$ cat config.mk
export PLATFORM = sky130hd
export DESIGN_NAME = vsw_seq
export DESIGN_NICKNAME = d
export VERILOG_FILES = /design/src/rtl/vsw_pkg.sv /design/src/rtl/vsw_target.sv /design/src/rtl/vsw_timer.sv /design/src/rtl/vsw_pad_cal.sv /design/src/rtl/vsw_seq.sv
export SDC_FILE = /design/constraint.sdc
export NUM_CORES = 1
export LEC_CHECK = 0
export ABC_AREA = 0
export ABC_CLOCK_PERIOD_IN_PS = 2750
export BUFFER_PORTS_ARGS = -buffer_cell sky130_fd_sc_hd__clkbuf_2
export CAP_MARGIN = 20
export CORE_MARGIN = 2
export CORE_UTILIZATION = 50
export CTS_CLUSTER_DIAMETER = 50
export DETAILED_ROUTE_END_ITERATION = 16
export HOLD_SLACK_MARGIN = 0.1
export PLACE_DENSITY = 0.81
export SETUP_SLACK_MARGIN = 0.1
export SLEW_MARGIN = 0
export SYNTH_ARGS = -nofsm -noshare
export SYNTH_HDL_FRONTEND = slang
export SYNTH_SLANG_ARGS = --single-unit
$ cat constraint.sdc
create_clock -name clk -period 2.75 [get_ports clk]
set_clock_uncertainty 0.05 [all_clocks]
set_input_delay 0.55 -clock clk [delete_from_list [all_inputs] [get_ports clk]]
set_output_delay 0.55 -clock clk [all_outputs]
set_load 0.02 [all_outputs]
$ cat src/rtl/vsw_pkg.sv
package vsw_pkg;

    typedef enum logic [3:0] {
        ST_IDLE,
        ST_GATE,
        ST_RAIL,
        ST_ACK,
        ST_FB_REQ,
        ST_FB_ACK,
        ST_WLONG,
        ST_WSHORT,
        ST_CAL
    } vsw_state_e;

    // rail ranges in millivolts
    localparam int LOW_MIN_MV  = 1800;
    localparam int LOW_MAX_MV  = 1800;
    localparam int HIGH_MIN_MV = 2700;
    localparam int HIGH_MAX_MV = 3600;

    // calibration word layout
    localparam int        CAL_EN_BIT = 29;
    localparam int        OFS_W      = 7;
    localparam int        PD_LSB     = 8;
    localparam int        PU_LSB     = 0;
    localparam logic [6:0] PD_OFS    = 7'h70;
    localparam logic [6:0] PU_OFS    = 7'h62;

    // pad control layout
    localparam int        REF_W      = 4;
    localparam logic [3:0] REF_1V8   = 4'd7;

endpackage

$ cat src/rtl/vsw_target.sv
module vsw_target #(
    parameter int MV_W = 12
) (
    input  logic            to_1v8_i,
    input  logic [MV_W-1:0] slot_max_i,
    output logic [MV_W-1:0] min_o,
    output logic [MV_W-1:0] max_o,
    output logic            sel_o,
    output logic            skip_o
);
    import vsw_pkg::*;

    always_comb begin
        if (to_1v8_i) begin
            min_o = MV_W'(LOW_MIN_MV);
            max_o = MV_W'(LOW_MAX_MV);
        end else begin
            min_o = MV_W'(HIGH_MIN_MV);
            max_o = MV_W'(HIGH_MAX_MV);
        end
        sel_o  = to_1v8_i;
        skip_o = (min_o > slot_max_i);
    end

endmodule

$ cat src/rtl/vsw_timer.sv
module vsw_timer #(
    parameter int TW = 8
) (
    input  logic          clk,
    input  logic          rst_n,
    input  logic          load_i,
    input  logic [TW-1:0] load_val_i,
    output logic          expired_o
);
    logic [TW-1:0] cnt_d, cnt_q;

    always_comb begin
        cnt_d = cnt_q;
        if (load_i)
            cnt_d = load_val_i;
        else if (cnt_q != '0)
            cnt_d = cnt_q - TW'(1);
    end

    always_ff @(posedge clk or negedge rst_n) begin
        if (!rst_n) cnt_q <= '0;
        else        cnt_q <= cnt_d;
    end

    assign expired_o = (cnt_q == '0);

    AST_TMR_COUNTDOWN: assert property (@(posedge clk) disable iff (!rst_n)
        (!load_i && cnt_q != '0) |=> (cnt_q == $past(cnt_q) - TW'(1)));

endmodule

$ cat src/rtl/vsw_pad_cal.sv
module vsw_pad_cal (
    input  logic [31:0] cal_cur_i,
    input  logic [31:0] pad_cur_i,
    output logic [31:0] cal_new_o,
    output logic [31:0] pad_new_o
);
    import vsw_pkg::*;

    localparam logic [31:0] OFS_MASK = 32'((1 << OFS_W) - 1);
    localparam logic [31:0] REF_MASK = 32'((1 << REF_W) - 1);

    always_comb begin
        cal_new_o = cal_cur_i & ~(OFS_MASK << PD_LSB) & ~(OFS_MASK << PU_LSB);
        cal_new_o = cal_new_o | (32'(PD_OFS) << PD_LSB) | (32'(PU_OFS) << PU_LSB);
        cal_new_o[CAL_EN_BIT] = 1'b1;
        pad_new_o = (pad_cur_i & ~REF_MASK) | 32'(REF_1V8);
    end

endmodule

$ cat src/rtl/vsw_seq.sv
module vsw_seq #(
    parameter int CLK_KHZ = 100000,
    parameter int MV_W    = 12
) (
    input  logic            clk,
    input  logic            rst_n,
    input  logic            req_valid_i,
    input  logic            req_to_1v8_i,
    input  logic [MV_W-1:0] slot_max_mv_i,
    input  logic            reg_absent_i,
    input  logic            reg_ack_i,
    input  logic            reg_fail_i,
    input  logic [31:0]     cal_cur_i,
    input  logic [31:0]     pad_cur_i,
    output logic            card_clk_en_o,
    output logic            sel_1v8_o,
    output logic            reg_req_o,
    output logic [MV_W-1:0] reg_min_mv_o,
    output logic [MV_W-1:0] reg_max_mv_o,
    output logic            cal_we_o,
    output logic [31:0]     cal_wdata_o,
    output logic [31:0]     pad_wdata_o,
    output logic            done_o,
    output logic            err_o
);
    import vsw_pkg::*;

    localparam int LONG_CYC  = 10 * CLK_KHZ;
    localparam int SHORT_CYC = CLK_KHZ;
    localparam int TW        = $clog2(LONG_CYC + 1);

    typedef struct packed {
        vsw_state_e      st;
        logic            clk_en;
        logic            sel;
        logic            req;
        logic [MV_W-1:0] rmin;
        logic [MV_W-1:0] rmax;
        logic [MV_W-1:0] lmin;
        logic [MV_W-1:0] lmax;
        logic            lsel;
        logic            errf;
        logic            done;
        logic            err;
        logic            cal_we;
        logic [31:0]     cal_w;
        logic [31:0]     pad_w;
    } vsw_regs_t;

    vsw_regs_t       d, q;
    logic [MV_W-1:0] tgt_min, tgt_max;
    logic            tgt_sel, tgt_skip;
    logic            tmr_load, tmr_exp;
    logic [TW-1:0]   tmr_val;
    logic [31:0]     cal_new, pad_new;

    vsw_target #(.MV_W(MV_W)) u_target (
        .to_1v8_i   (req_to_1v8_i),
        .slot_max_i (slot_max_mv_i),
        .min_o      (tgt_min),
        .max_o      (tgt_max),
        .sel_o      (tgt_sel),
        .skip_o     (tgt_skip)
    );

    vsw_timer #(.TW(TW)) u_timer (
        .clk        (clk),
        .rst_n      (rst_n),
        .load_i     (tmr_load),
        .load_val_i (tmr_val),
        .expired_o  (tmr_exp)
    );

    vsw_pad_cal u_pad_cal (
        .cal_cur_i  (cal_cur_i),
        .pad_cur_i  (pad_cur_i),
        .cal_new_o  (cal_new),
        .pad_new_o  (pad_new)
    );

    always_comb begin
        d        = q;
        d.done   = 1'b0;
        d.err    = 1'b0;
        d.cal_we = 1'b0;
        tmr_load = 1'b0;
        tmr_val  = '0;
        unique case (q.st)
            ST_IDLE: begin
                if (req_valid_i) begin
                    if (tgt_skip) begin
                        d.done = 1'b1;
                    end else begin
                        d.st     = ST_GATE;
                        d.clk_en = 1'b0;
                        d.lmin   = tgt_min;
                        d.lmax   = tgt_max;
                        d.lsel   = tgt_sel;
                        d.errf   = 1'b0;
                    end
                end
            end
            ST_GATE: begin
                d.sel = q.lsel;
                d.st  = ST_RAIL;
            end
            ST_RAIL: begin
                if (reg_absent_i) begin
                    tmr_load = 1'b1;
                    tmr_val  = TW'(LONG_CYC - 1);
                    d.st     = ST_WLONG;
                end else begin
                    d.req  = 1'b1;
                    d.rmin = q.lmin;
                    d.rmax = q.lmax;
                    d.st   = ST_ACK;
                end
            end
            ST_ACK: begin
                if (reg_ack_i) begin
                    d.req = 1'b0;
                    if (reg_fail_i) begin
                        d.errf = 1'b1;
                        d.st   = ST_FB_REQ;
                    end else begin
                        tmr_load = 1'b1;
                        tmr_val  = TW'(LONG_CYC - 1);
                        d.st     = ST_WLONG;
                    end
                end
            end
            ST_FB_REQ: begin
                d.req  = 1'b1;
                d.rmin = MV_W'(HIGH_MIN_MV);
                d.rmax = MV_W'(HIGH_MAX_MV);
                d.st   = ST_FB_ACK;
            end
            ST_FB_ACK: begin
                if (reg_ack_i) begin
                    d.req    = 1'b0;
                    d.clk_en = 1'b1;
                    tmr_load = 1'b1;
                    tmr_val  = TW'(SHORT_CYC - 1);
                    d.st     = ST_WSHORT;
                end
            end
            ST_WLONG: begin
                if (tmr_exp) begin
                    d.clk_en = 1'b1;
                    tmr_load = 1'b1;
                    tmr_val  = TW'(SHORT_CYC - 1);
                    d.st     = ST_WSHORT;
                end
            end
            ST_WSHORT: begin
                if (tmr_exp) begin
                    if (q.lsel && !q.errf) begin
                        d.cal_we = 1'b1;
                        d.cal_w  = cal_new;
                        d.pad_w  = pad_new;
                        d.st     = ST_CAL;
                    end else begin
                        d.done = 1'b1;
                        d.err  = q.errf;
                        d.st   = ST_IDLE;
                    end
                end
            end
            ST_CAL: begin
                d.done = 1'b1;
                d.st   = ST_IDLE;
            end
            default: d.st = ST_IDLE;
        endcase
    end

    always_ff @(posedge clk or negedge rst_n) begin
        if (!rst_n) begin
            q        <= '0;
            q.st     <= ST_IDLE;
            q.clk_en <= 1'b1;
        end else begin
            q <= d;
        end
    end

    assign card_clk_en_o = q.clk_en;
    assign sel_1v8_o     = q.sel;
    assign reg_req_o     = q.req;
    assign reg_min_mv_o  = q.rmin;
    assign reg_max_mv_o  = q.rmax;
    assign cal_we_o      = q.cal_we;
    assign cal_wdata_o   = q.cal_w;
    assign pad_wdata_o   = q.pad_w;
    assign done_o        = q.done;
    assign err_o         = q.err;

    AST_SEL_AFTER_GATE: assert property (@(posedge clk) disable iff (!rst_n)
        !$stable(q.sel) |-> !$past(q.clk_en));
    AST_RAIL_CLK_OFF: assert property (@(posedge clk) disable iff (!rst_n)
        q.req |-> !q.clk_en);
    AST_REQ_HOLD: assert property (@(posedge clk) disable iff (!rst_n)
        (q.req && !reg_ack_i) |=> q.req);
    AST_CAL_THEN_DONE: assert property (@(posedge clk) disable iff (!rst_n)
        q.cal_we |=> (q.done && !q.err));
    AST_DONE_PULSE: assert property (@(posedge clk) disable iff (!rst_n)
        q.done |=> !q.done);

endmodule

==> results.cfg, run 1 <==
[routing]
routed_wl_um = 9483
vias = 3287
drc = 0
drt-initial-drc-count = 90
wl_per_cell_um = 14.68
ant_nets = 0
avgViaCountPerCell = 5.088
dr.pass1.iters = 4

[logic_synthesis]
yosys-top-cells-area = dfrtp_1 43%, buf_4 14%, mux2_4 12%, mux2_2 2.1%, nand2_1 2.0%
ys.flop_type = dfrtp_1
yosysWarnings = 0
synth.distinct_cells = 57
yosysTopAreaCellShare_pct = 42.82
synthesis.area_um2 = 4792
async_reset_ff_share_pct = 100.0
synth_cells = 435
ys_seq_area_share_pct = 43.37
synth_top_area_cell = dfrtp_1
ys_seq_elements = 83
syn_avg_cell_area_um2 = 11.02
synth_edf_count = 0

[layout]
diodes = 0
nets = 602
areaGrowthSynthToFinish_pct = 10.18
drive_gt1_share_pct = 43.91
n_fill_cell = 797

[sta]
final-setup-viol-count = 0
max_slew_margin_pct = 57.80
finalCriticalPeriod_ns = 2.498
fin_ws_ns = 0.2518
rsz0062_at_grt = false
drv_slew = 0
finalCritPeriodShare_pct = 90.84
finalSetupTns_ns = 0
hold_viol = 0
max_freq_ghz = 0.4003
tightestPinTransition_ns = 0.6330

[clock_network]
cts_made_buffers = 9
cts_resized = 0
cts_tree = built
root_buffer = clkbuf_8
clkTransAtPathRegs_ns = 0.09
clock_latency_ns = 0.36
cts_buffer_depth = 2
cts_hold_buf = 0
post-cts-setup-buffers = 0
clock_sinks = 83
h-tree-depth = 3

[global_routing]
grt_first_pass_wirelength_um = 14920
first_global_vias = 3136
grt.total_usage_pct = 18.24
antenna_found_initial = 0
grt_max_degree = 48
grt.overflow.total = 0

[critical_path]
end_kind = flop
path_cells = or4_4 -> or4_1 -> nor4_1 -> nor3_1 -> a211oi_1
max_stage_delay_ns = 0.61
path_buf_inv = 0
worst-setup-path-type = reg -> reg
cp-startpoint = u_timer.cnt_q[5]
r2r_start = u_timer.cnt_q[5]
startpoint_type = flop
cp_top_family = simple AND/OR/NAND/NOR gates
path_depth = 5
critPathSlowestCell = or4_4
r2r_cells = 5
arrival_ns = 2.71
worstPathMaxFanout = 6
crit_required_ns = 2.96

[die]
start_util_pct = 51.62
dieWidth_um = 101.9
core_area_um2 = 9284
chipHeight_um = 101.9
io-pin-count = 177
rows = 35
design.die.area_um2 = 10380

[pwr]
switchingPower_mw = 1.231
irDropWorstVdd_mv = 0.2848
leakagePower_nw = 2.745
powerDensity_nw_per_um2 = 660.0
power.share.switching_pct = 35.31
combPwrFrac_pct = 27.1
power_frac_seq_pct = 47.3
pwr-share-clk_pct = 25.6
intPower_mw = 2.254

[placement]
place_ws_ns = 0.1350
dp_hpwl_um = 7121
gp_congestion = 0.8476
port_buffers = 137

[worst_hold_path]
min_path_type = in -> async

[run]
maxCapViolCount = 0

[status]
status = complete, no violations
cell usage after synthesis, drive strengths merged, types with 2 or more instances:
cell type  count
nor4           9
xnor2         11
ha             7
mux2          48
dfrtp         82
inv           14
nor2b          3
a2111oi        2
or2            3
or4            3
a21oi         10
nand2b         5
nor3           8
o41ai          3
clkbuf         8
and2           4
mux2i          5
o21ai         14
nand3         10
nor4b          3
a31oi          3
o211ai         3
nand2         27
o21a           2
a31o           2
buf           94
nor2          24
nor4bb         3
xor2           5
a211oi         3
placed cells by master (no fill, tap or decap), types with 3 or more instances in the layout:
cell | netlist | final
xnor2_1 | 11 | 11
buf_4 | 88 | 11
ha_1 | 7 | 7
mux2_2 | 9 | 9
o211ai_1 | 3 | 3
mux2_4 | 39 | 39
xor2_1 | 5 | 5
a31oi_1 | 3 | 3
o21ai_0 | 13 | 13
a211oi_1 | 3 | 3
inv_6 | 0 | 3
nand3_1 | 9 | 9
clkbuf_2 | 0 | 136
and2_1 | 3 | 3
mux2i_1 | 5 | 5
nor4_1 | 8 | 8
nor3_1 | 8 | 8
nor2_1 | 23 | 23
clkbuf_8 | 0 | 9
conb_1 | 1 | 20
inv_1 | 14 | 14
dfrtp_1 | 82 | 82
or2_2 | 3 | 3
nor4bb_1 | 3 | 3
nor2b_1 | 3 | 3
nand2b_1 | 5 | 5
nand2_1 | 26 | 26
a21oi_1 | 10 | 10
nor4b_1 | 3 | 3
o41ai_1 | 3 | 3
registers in the layout, indices dropped and copies added (netlist names):
register,count
cal_wdata_o,17
cal_we_o,1
card_clk_en_o,1
done_o,1
err_o,1
pad_wdata_o,29
q,8
reg_min_mv_o,3
reg_req_o,1
sel_1v8_o,1
u_timer.cnt_q,20
path summary, 6_finish.rpt:
kind | end | slack, ns
min in group clk | pad_wdata_o[22] | 0.37
max | card_clk_en_o | 0.25
min | reg_req_o | 0.16
max reg2reg | card_clk_en_o | 0.25
min reg2reg | q[90] | 0.43
max in group asynchronous | cal_wdata_o[23] | 1.87
worst register-to-register path: cells and delay by family, from the launching register on:
kind,cells,cell delay (ns)
compound gates,1,0.20
flops,1,0.44
simple gates,4,1.73
metal layers:
| layer | share of wire, % | global-route usage [%] |
|---|---|---|
| met1 | 44 | 23.52 |
| met3 | 6.4 | 4.241 |
| met5 | 0 | 0 |
| met2 | 48 | 29.50 |
| met4 | 1.3 | 8.000 |
through the flow:
step	instances	total power [mW]	hold slack [ns]	area (µm²)	util, %
final	646	3.485	0.1597	5280	56.87
after global routing	646	3.715	0.2003	5280	56.87
after CTS	646	3.513	0.1676	5273	56.79
after detailed placement	630	2.604	0.4183	5069	54.60
after global placement	630	2.551	0.4050	5069	54.60
after floorplan	454	2.405	0.2044	4863	-
final cells by class:
type                            instances  area [µm²]  share of cell area, %
Sequential cell                        83        2078                  39.36
Multi-Input combinational cell        255        1981                  37.51
Timing Repair Buffer                  149       803.3                  15.21
Tap cell                              129       161.4                  3.057
Clock buffer                            9       123.9                  2.346
Clock inverter                          7       80.08                  1.517
Inverter                               14       52.55                 0.9953
logic make-up (layout without fill, tap and decap cells):
logic type | count (synthesis) | in the layout | synth area share, %
and+or+nand+nor | 109 | 109 | 12.66
muxes | 53 | 53 | 15.38
adders and majority gates | 7 | 7 | 1.828
buffers and inverters | 116 | 179 | 16.94
DFF | 83 | 83 | 43.37
AOI/OAI and AO/OA | 50 | 50 | 6.815
other | 1 | 20 | 0.07825
xor gates and xnor gates | 16 | 16 | 2.924
power groups by stage:
stage	Combinational, mW	Sequential (mW)	Clock (mW)
floorplan	0.776	1.63	0
global placement	0.898	1.65	0
detailed placement	0.936	1.67	0
CTS	0.939	1.65	0.927
global route	1.05	1.69	0.983
finish	0.943	1.65	0.893
Note: power is estimated with default switching activity, not from simulation.
==> run 2: changes to the inputs <==
ABC_CLOCK_PERIOD_IN_PS = 2000   (was 2750)
CORE_UTILIZATION = 45   (was 50)
PLACE_DENSITY = 0.77   (was 0.81)
clock period = 2 ns   (was 2.75 ns; I/O delays follow)
==> run 2 against run 1 <==
  * Critical path type unchanged
  * Setup slack got worse by 0.61 ns
  * Non-clock buffer count grew 58
  * The run now ends with negative setup slack left
  * Global-route usage increased by 0.51 points
  * Utilization up 2.5 points
  * Clock-buffer cell count rose by 2
  * Final cell count grew 10%
==> results.cfg, run 2 (synthesis gave the netlist of run 1 again) <==
[status]
status = finished, violations left
violations = negative setup slack

[routing]
dr.pass1.iters = 4
vias = 3598
drt-initial-drc-count = 294
avgViaCountPerCell = 5.053
ant_nets = 0
drc = 0
wl_per_cell_um = 15.77
routed_wl_um = 11230

[clock_network]
root_buffer = clkbuf_8
clock_sinks = 83
cts_buffer_depth = 2
h-tree-depth = 3
cts_made_buffers = 9
clkTransAtPathRegs_ns = 0.08
clock_latency_ns = 0.37
cts_tree = built

[critical_path]
critPathSlowestCell = or4_4
worstPathMaxFanout = 3
cp_top_family = compound AO/OA/AOI/OAI gates
startpoint_type = flop
crit_required_ns = 2.20
worst-setup-path-type = reg -> reg
max_stage_delay_ns = 0.57
end_kind = flop
path_common_cell = buf_6
arrival_ns = 2.55
path_buf_inv = 3
path_cells = or4_4 -> buf_6 -> buf_6 -> o41ai_4 -> buf_4 -> a31oi_4 -> o32ai_2 -> a21oi_1

[layout]
final_cell_mix = 136 x clkbuf_2, 82 x dfrtp_1, 57 x buf_4, 43 x mux2_4, 21 x nand2_1
nets = 661
areaGrowthSynthToFinish_pct = 27.96
multiInputGateArea_um2 = 2300
area.sequential_um2 = 2078
n_fill_cell = 793
final_common_cell = clkbuf_2
diodes = 0
largest_register_ffs = 29
drive_gt1_share_pct = 56.94

[pwr]
powerDensity_nw_per_um2 = 937.4
intPower_mw = 3.782
switchingPower_mw = 1.966
power.share.switching_pct = 34.21
power_frac_seq_pct = 38.1
combPwrFrac_pct = 37.8
p_total_mw = 5.748
leakagePower_nw = 3.147
irDropWorstVdd_mv = 0.4411
pwr-share-clk_pct = 24.1

[worst_hold_path]
min_path_type = in -> reg

[die]
start_util_pct = 46.42
dieWidth_um = 107.2
chipHeight_um = 107.2
core_area_um2 = 10320
design.die.area_um2 = 11490
io-pin-count = 177
rows = 37

[sta]
tightestPinTransition_ns = 0.6450
rsz0062_at_grt = true
worst_hold_slack_ns = 0.2185
finalCritPeriodShare_pct = 117.7
hold_viol = 0
finalSetupTns_ns = -20.15
drv_slew = 0
finalCriticalPeriod_ns = 2.354
fin_ws_ns = -0.3542
max_freq_ghz = 0.4248
final-setup-viol-count = 74
max_slew_margin_pct = 56.67

[placement]
gp_congestion = 0.8660
place_ws_ns = -0.4039
port_buffers = 137
dp_hpwl_um = 7569

[global_routing]
grt_first_pass_wirelength_um = 16950
grt_max_degree = 38
first_global_vias = 3493
grt.total_usage_pct = 18.75
grt.overflow.total = 0
antenna_found_initial = 0

[run]
maxCapViolCount = 0
-- run 2: changes by cell type in the layout (fill, tap and decap cells not counted), sizes merged --
cell / change
clkbuf: +2
clkinv: +1
buf: +57
nand3: +1
dlygate4sd3: +1
bufinv: +1
inv: -4
-- run 2: final timing paths --
check	from	end	slack [ns]	cells past startpoint
max reg2reg	u_timer.cnt_q[7]	q[121]	-0.35	8
min reg2reg	q[90]	q[90]	0.43	1
min in group asynchronous	rst_n	u_timer.cnt_q[11]	0.50	2
min	cal_cur_i[21]	cal_wdata_o[21]	0.22	2
max in group asynchronous	rst_n	card_clk_en_o	0.83	3
max	u_timer.cnt_q[7]	q[121]	-0.35	8
-- run 2: what timing repair did --
| action | CTS | global route |
|---|---|---|
| resized for setup | 50 | 26 |
| cloned | 1 | 0 |
| hold buffers | 1 | 0 |
| buffers inserted | 7 | 10 |
| pin swaps | 29 | 14 |
| endpoints found under the hold margin | 34 | 0 |
| setup endpoints to repair | 74 | 77 |
-- run 2: power by group through the flow --
| stage | logic, mW | registers [mW] | clock network, mW |
|---|---|---|---|
| 2_1_floorplan | 1.08 | 2.24 | 0 |
| 3_3_place_gp | 1.67 | 2.18 | 0 |
| 3_5_place_dp | 1.73 | 2.19 | 0 |
| 4_1_cts | 1.94 | 2.17 | 1.40 |
| 5_1_grt | 2.34 | 2.23 | 1.48 |
| 6_report | 2.17 | 2.19 | 1.38 |
-- run 2: layout make-up --
type | instances | share of cell area (%)
Clock buffer | 11 | 2.469
Clock inverter | 5 | 1.387
Inverter | 14 | 0.8570
Multi-Input combinational cell | 256 | 37.50
Sequential cell | 83 | 33.89
Tap cell | 136 | 2.775
Timing Repair Buffer | 207 | 21.12
-- run 2: stage by stage --
stage          utilization, %  instances  area, µm²
6_report                59.40        712       6132
4_1_cts                 57.47        702       5933
3_5_place_dp            52.43        677       5413
3_3_place_gp            52.43        677       5413
5_1_grt                 59.40        712       6132
2_1_floorplan               -        454       4898
-- run 2: metal layers --
layer / vias up / GRT usage, % / routed length [µm]
li1: 1666 / - / -
met2: 168 / 30.83 / 5637
met4: 0 / 6.308 / 178
met5: - / 0 / 0
met3: 16 / 5.046 / 783
met1: 1748 / 23.88 / 4631
